===== config.mk =====
export PLATFORM = sky130hd
export DESIGN_NAME = gpio_bank
export DESIGN_NICKNAME = d
export VERILOG_FILES = /design/src/rtl/gpio_bank_pkg.sv /design/src/rtl/gpio_bank_regs.sv /design/src/rtl/gpio_bank_sync.sv /design/src/rtl/gpio_bank_padmux.sv /design/src/rtl/gpio_bank.sv
export SDC_FILE = /design/constraint.sdc
export NUM_CORES = 1
export LEC_CHECK = 0
export ABC_AREA = 1
export BUFFER_PORTS_ARGS = -buffer_cell sky130_fd_sc_hd__buf_2
export CAP_MARGIN = 20
export CORE_AREA = 2 2 187 189
export CTS_CLUSTER_SIZE = 12
export DETAILED_ROUTE_END_ITERATION = 7
export DIE_AREA = 0 0 189 191
export PLACE_DENSITY = 0.66
export SYNTH_ARGS = -nofsm -noshare
export SYNTH_HDL_FRONTEND = slang
export SYNTH_SLANG_ARGS = --single-unit

===== constraint.sdc =====
create_clock -name clk -period 2.8 [get_ports clk]
set_input_delay 0.42 -clock clk [delete_from_list [all_inputs] [get_ports clk]]
set_output_delay 0.42 -clock clk [all_outputs]
set_load 0.01 [all_outputs]

===== src/rtl/gpio_bank_pkg.sv =====
package gpio_bank_pkg;

  localparam int unsigned ADDR_W = 4;

  localparam logic [ADDR_W-1:0] RA_LEVEL   = 4'h0;
  localparam logic [ADDR_W-1:0] RA_DSET    = 4'h1;
  localparam logic [ADDR_W-1:0] RA_DCLR    = 4'h2;
  localparam logic [ADDR_W-1:0] RA_DIRSET  = 4'h3;
  localparam logic [ADDR_W-1:0] RA_DIRCLR  = 4'h4;
  localparam logic [ADDR_W-1:0] RA_PULLOFF = 4'h5;
  localparam logic [ADDR_W-1:0] RA_FSELA   = 4'h6;
  localparam logic [ADDR_W-1:0] RA_FSELB   = 4'h7;
  localparam logic [ADDR_W-1:0] RA_KEEP    = 4'h8;

  typedef enum logic [1:0] {
    FN_GPIO = 2'd0,
    FN_A    = 2'd1,
    FN_B    = 2'd2,
    FN_C    = 2'd3
  } pin_fn_e;

  localparam int unsigned NUM_ALT = 3;

  function automatic pin_fn_e fn_decode(input logic plane_a, input logic plane_b);
    return pin_fn_e'({plane_b, plane_a});
  endfunction

endpackage


===== src/rtl/gpio_bank_regs.sv =====
module gpio_bank_regs
  import gpio_bank_pkg::*;
#(
  parameter int unsigned N = 32
) (
  input  logic              clk,
  input  logic              rst_n,
  input  logic              wr,
  input  logic [ADDR_W-1:0] addr,
  input  logic [N-1:0]      wdata,
  input  logic [N-1:0]      level,
  output logic [N-1:0]      rdata,
  output logic [N-1:0]      dout_q,
  output logic [N-1:0]      dir_q,
  output logic [N-1:0]      poff_q,
  output logic [N-1:0]      fsa_q,
  output logic [N-1:0]      fsb_q,
  output logic [N-1:0]      keep_q
);

  function automatic logic [N-1:0] apply_mask(input logic [N-1:0] cur,
                                               input logic [N-1:0] set_m,
                                               input logic [N-1:0] clr_m);
    return (cur | set_m) & ~clr_m;
  endfunction

  logic wr_dset, wr_dclr, wr_dirset, wr_dirclr;
  logic wr_poff, wr_fsa, wr_fsb, wr_keep;

  assign wr_dset   = wr && (addr == RA_DSET);
  assign wr_dclr   = wr && (addr == RA_DCLR);
  assign wr_dirset = wr && (addr == RA_DIRSET);
  assign wr_dirclr = wr && (addr == RA_DIRCLR);
  assign wr_poff   = wr && (addr == RA_PULLOFF);
  assign wr_fsa    = wr && (addr == RA_FSELA);
  assign wr_fsb    = wr && (addr == RA_FSELB);
  assign wr_keep   = wr && (addr == RA_KEEP);

  logic [N-1:0] zero_v;
  assign zero_v = '0;

  always_ff @(posedge clk or negedge rst_n) begin
    if (!rst_n) begin
      dout_q <= '0;
      dir_q  <= '0;
      poff_q <= '0;
      fsa_q  <= '0;
      fsb_q  <= '0;
      keep_q <= '0;
    end else begin
      if (wr_dset || wr_dclr)
        dout_q <= apply_mask(dout_q, wr_dset ? wdata : zero_v, wr_dclr ? wdata : zero_v);
      if (wr_dirset || wr_dirclr)
        dir_q <= apply_mask(dir_q, wr_dirset ? wdata : zero_v, wr_dirclr ? wdata : zero_v);
      if (wr_poff) poff_q <= wdata;
      if (wr_fsa)  fsa_q  <= wdata;
      if (wr_fsb)  fsb_q  <= wdata;
      if (wr_keep) keep_q <= wdata;
    end
  end

  always_comb begin
    unique case (addr)
      RA_LEVEL:             rdata = level;
      RA_DSET, RA_DCLR:     rdata = dout_q;
      RA_DIRSET, RA_DIRCLR: rdata = dir_q;
      RA_PULLOFF:           rdata = poff_q;
      RA_FSELA:             rdata = fsa_q;
      RA_FSELB:             rdata = fsb_q;
      RA_KEEP:              rdata = keep_q;
      default:              rdata = '0;
    endcase
  end

endmodule


===== src/rtl/gpio_bank_sync.sv =====
module gpio_bank_sync #(
  parameter int unsigned N      = 32,
  parameter int unsigned STAGES = 2
) (
  input  logic         clk,
  input  logic         rst_n,
  input  logic [N-1:0] din,
  output logic [N-1:0] dout
);

  logic [N-1:0] stg [STAGES];

  for (genvar s = 0; s < STAGES; s++) begin : g_stage
    always_ff @(posedge clk or negedge rst_n) begin
      if (!rst_n)      stg[s] <= '0;
      else if (s == 0) stg[s] <= din;
      else             stg[s] <= stg[(s == 0) ? 0 : s-1];
    end
  end

  assign dout = stg[STAGES-1];

endmodule


===== src/rtl/gpio_bank_padmux.sv =====
module gpio_bank_padmux
  import gpio_bank_pkg::*;
#(
  parameter int unsigned N = 32
) (
  input  logic [N-1:0]         dout_q,
  input  logic [N-1:0]         dir_q,
  input  logic [N-1:0]         poff_q,
  input  logic [N-1:0]         fsa_q,
  input  logic [N-1:0]         fsb_q,
  input  logic [N-1:0]         keep_q,
  input  logic                 sleep_req,
  input  logic [NUM_ALT*N-1:0] alt_o,
  input  logic [NUM_ALT*N-1:0] alt_oe,
  output logic [N-1:0]         pad_o,
  output logic [N-1:0]         pad_oe,
  output logic [N-1:0]         pad_pe,
  output logic [N-1:0]         pad_pu,
  output logic [2*N-1:0]       pin_func
);

  for (genvar i = 0; i < N; i++) begin : g_pin
    pin_fn_e fn;
    logic    sel_o, sel_oe, park;

    assign fn   = fn_decode(fsa_q[i], fsb_q[i]);
    assign park = sleep_req && !keep_q[i];

    always_comb begin
      unique case (fn)
        FN_GPIO: begin sel_o = dout_q[i];      sel_oe = dir_q[i];        end
        FN_A:    begin sel_o = alt_o[i];       sel_oe = alt_oe[i];       end
        FN_B:    begin sel_o = alt_o[N+i];     sel_oe = alt_oe[N+i];     end
        default: begin sel_o = alt_o[2*N+i];   sel_oe = alt_oe[2*N+i];   end
      endcase
    end

    assign pad_o[i]         = park ? 1'b0 : sel_o;
    assign pad_oe[i]        = park ? 1'b0 : sel_oe;
    assign pad_pe[i]        = ~poff_q[i];
    assign pad_pu[i]        = dout_q[i];
    assign pin_func[2*i+:2] = fn;
  end

endmodule


===== src/rtl/gpio_bank.sv =====
module gpio_bank
  import gpio_bank_pkg::*;
#(
  parameter int unsigned N          = 32,
  parameter int unsigned SYNC_DEPTH = 2
) (
  input  logic                 clk,
  input  logic                 rst_n,
  input  logic                 bus_wr,
  input  logic [ADDR_W-1:0]    bus_addr,
  input  logic [N-1:0]         bus_wdata,
  output logic [N-1:0]         bus_rdata,
  input  logic                 sleep_req,
  input  logic [N-1:0]         pad_in,
  input  logic [NUM_ALT*N-1:0] alt_o,
  input  logic [NUM_ALT*N-1:0] alt_oe,
  output logic [N-1:0]         pad_o,
  output logic [N-1:0]         pad_oe,
  output logic [N-1:0]         pad_pe,
  output logic [N-1:0]         pad_pu,
  output logic [2*N-1:0]       pin_func
);

  logic [N-1:0] level_s;
  logic [N-1:0] dout_q, dir_q, poff_q, fsa_q, fsb_q, keep_q;

  gpio_bank_sync #(.N(N), .STAGES(SYNC_DEPTH)) sync_i (
    .clk  (clk),
    .rst_n(rst_n),
    .din  (pad_in),
    .dout (level_s)
  );

  gpio_bank_regs #(.N(N)) regs_i (
    .clk   (clk),
    .rst_n (rst_n),
    .wr    (bus_wr),
    .addr  (bus_addr),
    .wdata (bus_wdata),
    .level (level_s),
    .rdata (bus_rdata),
    .dout_q(dout_q),
    .dir_q (dir_q),
    .poff_q(poff_q),
    .fsa_q (fsa_q),
    .fsb_q (fsb_q),
    .keep_q(keep_q)
  );

  gpio_bank_padmux #(.N(N)) mux_i (
    .dout_q   (dout_q),
    .dir_q    (dir_q),
    .poff_q   (poff_q),
    .fsa_q    (fsa_q),
    .fsb_q    (fsb_q),
    .keep_q   (keep_q),
    .sleep_req(sleep_req),
    .alt_o    (alt_o),
    .alt_oe   (alt_oe),
    .pad_o    (pad_o),
    .pad_oe   (pad_oe),
    .pad_pe   (pad_pe),
    .pad_pu   (pad_pu),
    .pin_func (pin_func)
  );

endmodule


==> run_results.csv, run 1 <==
group,metric,value,unit
status,run_status,"finished clean",
placement,dp_worst_setup_slack,0.526,ns
floorplanning,fp-row-count,68,
timing,rsz0062_at_grt,"false",
placement,place_area,0.0165,sq mm
cells_and_area,stdcell_count,2784,
route,wl,53.4,mm
pwr,peakVddDrop,421,uV
cts,path_clk_slew,0.06,ns
pwr,clock_power_share,29.6,%
setup_path,crit_type,"in -> out",
floorplanning,die_h,191,um
pwr,seq_power_share,42.3,%
job,maxCapViolations,0,
cts,cts.sinks,256,
timing,relSlewSlack,60.5,%
cts,cts_max_level,1,
cells_and_area,drive_gt1_share,25.6,%
synthesis,ys.flop_type,"dfrtp_1",
cells_and_area,nFillCells,3353,
cts,cts_max_path_buffers,3,
setup_path,cp.required,2.38,ns
placement,gp_congestion,0.884,
cells_and_area,nets,2570,
cts,cts_made_buffers,29,
floorplanning,fp.dieW,189,um
cts,root_buffer,"clkbuf_16",
synthesis,netlist_instances,1805,
timing,finalCritPeriodShare,82.5,%
global_routing,grt_max_degree,68,
route,first_pass_iters,5,
route,avgRoutedWirePerCell,19.2,um
pwr,combPwrFrac,28.1,%
synthesis,synth_nets,2069,
pwr,intPower,7.96,mW
cells_and_area,fin_area,0.0177,sq mm
synthesis,yosysUniqueCellTypes,24,
synthesis,avgSynthCellArea,7.40,sq um
min_path,hold_path_class,"in -> reg",
setup_path,arrival,1.89,ns
pwr,power.share.switching,35.6,%
synthesis,yosysSeqAreaShare,48.0,%
cells_and_area,area_delta_synth_final,32.5,%
synthesis,yosys.area.top_type,"dfrtp_1",
floorplanning,ios,488,
setup_path,worstPathMaxFanout,15,
cts,post_cts_buffers,0,
timing,worst_pin_slew,0.592,ns
synthesis,synthArstFlopShare,100,%
timing,finalSetupViolCount,0,
timing,layout_setup_ws,0.491,ns
route,drt_iter0_drc,1131,
cts,cts_tree,"built",
placement,dp_cells,2700,
placement,hpwlAfterDp,38.8,mm
timing,fmax,433,MHz
global_routing,grt_pass1_wl,80.0,mm
route,drt-vias-per-instance,5.28,
pwr,p_switching,4.40,mW
global_routing,gr-usage-all-layers,28.9,%
setup_path,end_kind,"output pin",
global_routing,first_global_vias,13827,
pwr,power,12.4,mW
cts,clock_latency,0.54,ns
synthesis,synth_edf_count,0,
synthesis,synthTopCellsByArea,"dfrtp_1, nand2_1, nand3_1",
cells_and_area,fin_util,51.9,%
timing,tns,0,ns
floorplanning,initial_core_util,39.1,%
pwr,powerDensity,698,mW/mm^2
timing,drv_slew,0,
pwr,p_leak,9.43,nW
route,ant_nets,0,
synthesis,synth_area,0.0134,sq mm
synthesis,yosys_warnings,0,
timing,holdWs,0.0251,ns
route,via_count,14699,
global_routing,antenna_found_initial,6,
timing,post-route-min-period,2.31,ns
floorplanning,core,0.0341,sq mm
synthesis,synth_seq_cells,256,
route,drcViolationCount,0,
timing,fin_skew,0.00513,ns
global_routing,grt_overflow,0,
placement,port_buffers,487,
timing,hold_viol,0,
setup_path,start_kind,"primary input",
synthesis,synth_top_area_share,48.0,%
floorplanning,die-area,0.0361,sq mm
[cell type report]
type,count,area [sq um],area share (%)
diodes,5,12.5,0.0707
clock buffers,42,815,4.60
repair buffers,565,3180,18.0
inverters,254,953,5.39
well taps,455,569,3.22
clock inverters,7,88.8,0.502
multi-input cells,1200,5670,32.0
flip-flops and latches,256,6410,36.2
[flip-flops by register name, summed over array words and instances (netlist names)]
signal,count
regs_i.dir_q,32
regs_i.dout_q,32
regs_i.fsb_q,32
sync_i.dout,32
regs_i.fsa_q,32
regs_i.keep_q,32
sync_i.stg,32
regs_i.poff_q,32
[repair_timing]
item,4_1_cts,5_1_grt
hold endpoints to repair,89,1
gates resized for setup,0,0
setup endpoints to repair,0,0
hold buffers,29,1
[worst max-delay path, stage by stage]
cell     delay [ns]
buf_2          0.14
nor2_4         0.15
buf_4          0.19
nand2_1        0.17
nand2_2        0.14
buf_4          0.28
nand2_1        0.09
nand2_1        0.07
nor2_1         0.04
nand2_1        0.05
buf_2          0.15
[logic make-up after synthesis]
| family | synth area share, % |
|---|---|
| AND/OR/NAND/NOR | 26.8 |
| AO/OA/AOI/OAI | 15.2 |
| buffers and inverters | 10.1 |
| flip-flops | 48.0 |
[final timing paths]
check | slack [ns] | startpoint | end | cells past startpoint
min in group asynchronous | 0.44 | rst_n | regs_i.keep_q[31]$_DFFE_PN0P_ | 2
worst min register to register | 0.34 | sync_i.stg[35]$_DFF_PN0_ | sync_i.dout[3]$_DFF_PN0_ | 0
worst min-delay path | 0.03 | pad_in[15] | sync_i.stg[47]$_DFF_PN0_ | 1
max in group asynchronous | 1.61 | rst_n | regs_i.fsa_q[5]$_DFFE_PN0P_ | 3
worst max-delay path | 0.49 | bus_addr[3] | bus_rdata[27] | 11
worst max register to register | 1.95 | regs_i.fsa_q[18]$_DFFE_PN0P_ | regs_i.fsa_q[18]$_DFFE_PN0P_ | 2
[synth_stat cells (2+ instances only)]
cell type and number:
o221ai_1 39, a211oi_1 13, a21oi_1 91, nand2_1 359, nor2_1 165, nand3_2 3
o21ai_1 2, nor2_2 4, buf_1 8, clkbuf_1 61, nand3_1 264, inv_1 251
nor3_1 36, nand4_1 6, o21ai_0 197, clkinv_1 2, dfrtp_1 256, o211ai_1 14
buf_2 26, o22ai_1 4
[per-layer routing]
layer | up-vias | GRT usage, % | share of wire [%]
li1 | 6925 | - | -
met1 | 6938 | 36.7 | 40
met2 | 722 | 49.6 | 48
met3 | 108 | 4.85 | 8.3
met4 | 6 | 10.3 | 3.8
met5 | - | 0 | 0.067
[cells in the final DEF, fill, tap and decap left out, types with 2 or more instances in the layout]
cell,instances
a211oi_1,13
a21oi_1,91
buf_12,6
buf_2,486
buf_4,42
bufinv_16,2
clkbuf_1,9
clkbuf_16,29
clkbuf_8,4
clkinv_2,4
dfrtp_1,256
diode_2,5
dlygate4sd3_1,30
inv_1,251
inv_2,3
nand2_1,354
nand2_2,5
nand3_1,263
nand3_2,4
nand4_1,6
nor2_1,162
nor2_4,8
nor3_1,36
o211ai_1,14
o21ai_0,197
o21ai_1,2
o221ai_1,39
o22ai_1,4
[power by group through the flow]
| stage | registers [mW] | logic [mW] | clock network (mW) |
|---|---|---|---|
| floorplan | 5.04 | 1.93 | 0 |
| global placement | 5.25 | 3.37 | 0 |
| detailed placement | 5.26 | 3.44 | 0 |
| CTS | 5.21 | 3.49 | 3.70 |
| global route | 5.34 | 3.89 | 3.86 |
| finish | 5.23 | 3.48 | 3.65 |
Note: power is estimated with default switching activity, not from simulation.
==> run 2, diff against run 1 <==
Settings changed: CORE_AREA 2 2 187 189 to 2 2 192 194, DIE_AREA 0 0 189 191 to 0 0 194 196, PLACE_DENSITY 0.66 to 0.65.
Clock period 2.8 ns to 2.1 ns, I/O delays scaled along.
==> run_results.csv, run 2 (synthesis results as in run 1) <==
group,metric,value,unit
timing,fmax,492,MHz
setup_path,start_kind,"flip-flop",
setup_path,regToRegStartpoint,"regs_i.fsb_q[0]$_DFFE_PN0P_",
route,drt_iter0_drc,1044,
cts,path_clk_slew,0.06,ns
timing,fin_skew,0.00522,ns
setup_path,setup.reg_to_reg.worst_slack,1.28,ns
cts,post_cts_buffers,0,
global_routing,gr-usage-all-layers,27.4,%
global_routing,grt_pass1_wl,81.4,mm
route,ant_nets,0,
floorplanning,core,0.0361,sq mm
route,wl,54.3,mm
floorplanning,die-area,0.0380,sq mm
cells_and_area,drive_gt1_share,26.6,%
timing,post-route-min-period,2.03,ns
floorplanning,fp.dieW,194,um
floorplanning,initial_core_util,37.0,%
placement,gp_congestion,0.893,
floorplanning,die_h,196,um
placement,place_area,0.0166,sq mm
timing,relSlewSlack,56.3,%
global_routing,first_global_vias,14085,
cts,cts_tree,"built",
pwr,p_leak,9.54,nW
job,maxCapViolations,0,
global_routing,grt_overflow,0,
setup_path,worstPathMaxFanout,7,
cts,cts_max_path_buffers,3,
cts,cts_max_level,1,
cts,root_buffer,"clkbuf_16",
route,via_count,14742,
timing,finalSetupViolCount,0,
floorplanning,ios,488,
min_path,worstHoldPathCells,3,
min_path,min_from,"bus_wdata[0]",
setup_path,arrival,1.72,ns
pwr,peakVddDrop,510,uV
route,first_pass_iters,5,
setup_path,cp.required,1.78,ns
setup_path,end_kind,"output pin",
global_routing,antenna_found_initial,6,
route,drt-vias-per-instance,5.25,
cells_and_area,mostFrequentLayoutCells,"buf_2, nand2_1, nand3_1",
timing,tns,0,ns
timing,rsz0062_at_grt,"false",
timing,drv_slew,0,
cts,cts.sinks,256,
timing,hold_viol,0,
cells_and_area,fin_util,49.8,%
timing,worst_pin_slew,0.655,ns
cells_and_area,area_delta_synth_final,34.7,%
placement,hpwlAfterDp,39.0,mm
setup_path,timing.rr.end,"regs_i.fsb_q[0]$_DFFE_PN0P_",
setup_path,crit_type,"reg -> out",
min_path,holdPathEnd,"regs_i.dout_q[0]$_DFFE_PN0P_",
cts,clock_latency,0.53,ns
cells_and_area,mostFrequentLayoutCell,"buf_2",
route,drcViolationCount,0,
timing,finalCritPeriodShare,96.7,%
route,avgRoutedWirePerCell,19.3,um
floorplanning,fp-row-count,70,
placement,port_buffers,487,
global_routing,grt_max_degree,79,
cells_and_area,nets,2580,
cells_and_area,fin_area,0.0180,sq mm
setup_path,reg2reg_depth,2,
min_path,hold_path_class,"in -> reg",
pwr,powerDensity,932,mW/mm^2
status,run_status,"finished clean",
cts,cts_made_buffers,28,
-- run 2: cell count changes in the layout (fill, tap and decap cells not counted), moves of 2 or more --
cell           change
o21ai_0            -2
dfrtp_1           -10
clkbuf_8           +4
clkinv_2           -2
clkbuf_1           -4
inv_1              -2
o21ai_1            +2
inv_2              +2
buf_12             +7
dlygate4sd3_1      +3
dfrtp_2           +10
-- run 2: how the worst max path moves through the flow --
stage / from / to / slack [ns] / cells after the start
finish: regs_i.fsb_q[23]$_DFFE_PN0P_ / bus_rdata[23] / 0.07 / 5
global route: regs_i.fsb_q[23]$_DFFE_PN0P_ / bus_rdata[23] / 0.004 / 5
CTS: regs_i.fsb_q[23]$_DFFE_PN0P_ / bus_rdata[23] / 0.03 / 5
detailed placement: bus_addr[0] / bus_rdata[3] / 0.12 / 9
global placement: bus_addr[0] / bus_rdata[3] / 0.20 / 9
floorplan: sleep_req / pad_o[0] / 0.52 / 5
-- run 2: layer usage --
| metal | track usage (%) | up-vias | part of all wire, % |
|---|---|---|---|
| met4 | 7.60 | 4 | 2.5 |
| met1 | 34.9 | 7025 | 40 |
| li1 | - | 6952 | - |
| met3 | 5.19 | 91 | 8.0 |
| met5 | 0 | - | 0.046 |
| met2 | 47.8 | 670 | 49 |
-- run 2: timing repair --
item,CTS,global route
hold buffers,33,0
endpoints found under the setup margin,2,12
cloned,0,1
gates resized for setup,2,13
hold endpoints to repair,99,0
-- run 2: power by group --
group | internal [mW] | total (mW) | switching (mW)
registers | 5.80 | 6.95 | 1.15
logic | 1.95 | 4.69 | 2.74
clock network | 3.15 | 5.12 | 1.97
total | 10.9 | 16.8 | 5.86
-- run 2: area by class of cell --
type                       count  area (sq um)
multi-input combinational   1200          5670
inverter                     254           953
antenna                        6          15.0
clock inverter                 6           108
tap                          468           586
timing repair buffer         576          3380
clock buffer                  42           855
fill                        3608         18100
sequential                   256          6420
-- run 2: worst max-delay path, stage by stage, from the launching register on --
cell and delay [ns]:
dfrtp_2 0.47, inv_1 0.15, o21ai_0 0.11, nor2_1 0.23, nand2_1 0.09, buf_2 0.14
-- run 2: per-stage QoR --
stage                     power [mW]  setup slack [ns]  std cells  hold WS, ns
final                           16.8            0.0691       2808       0.0374
after global routing            17.8           0.00358       2804       0.0290
after CTS                       16.8            0.0253       2801       0.0228
after detailed placement        11.6             0.123       2720        0.336
after global placement          11.5             0.200       2720        0.332
after floorplan                 9.28             0.521       1805       0.0194
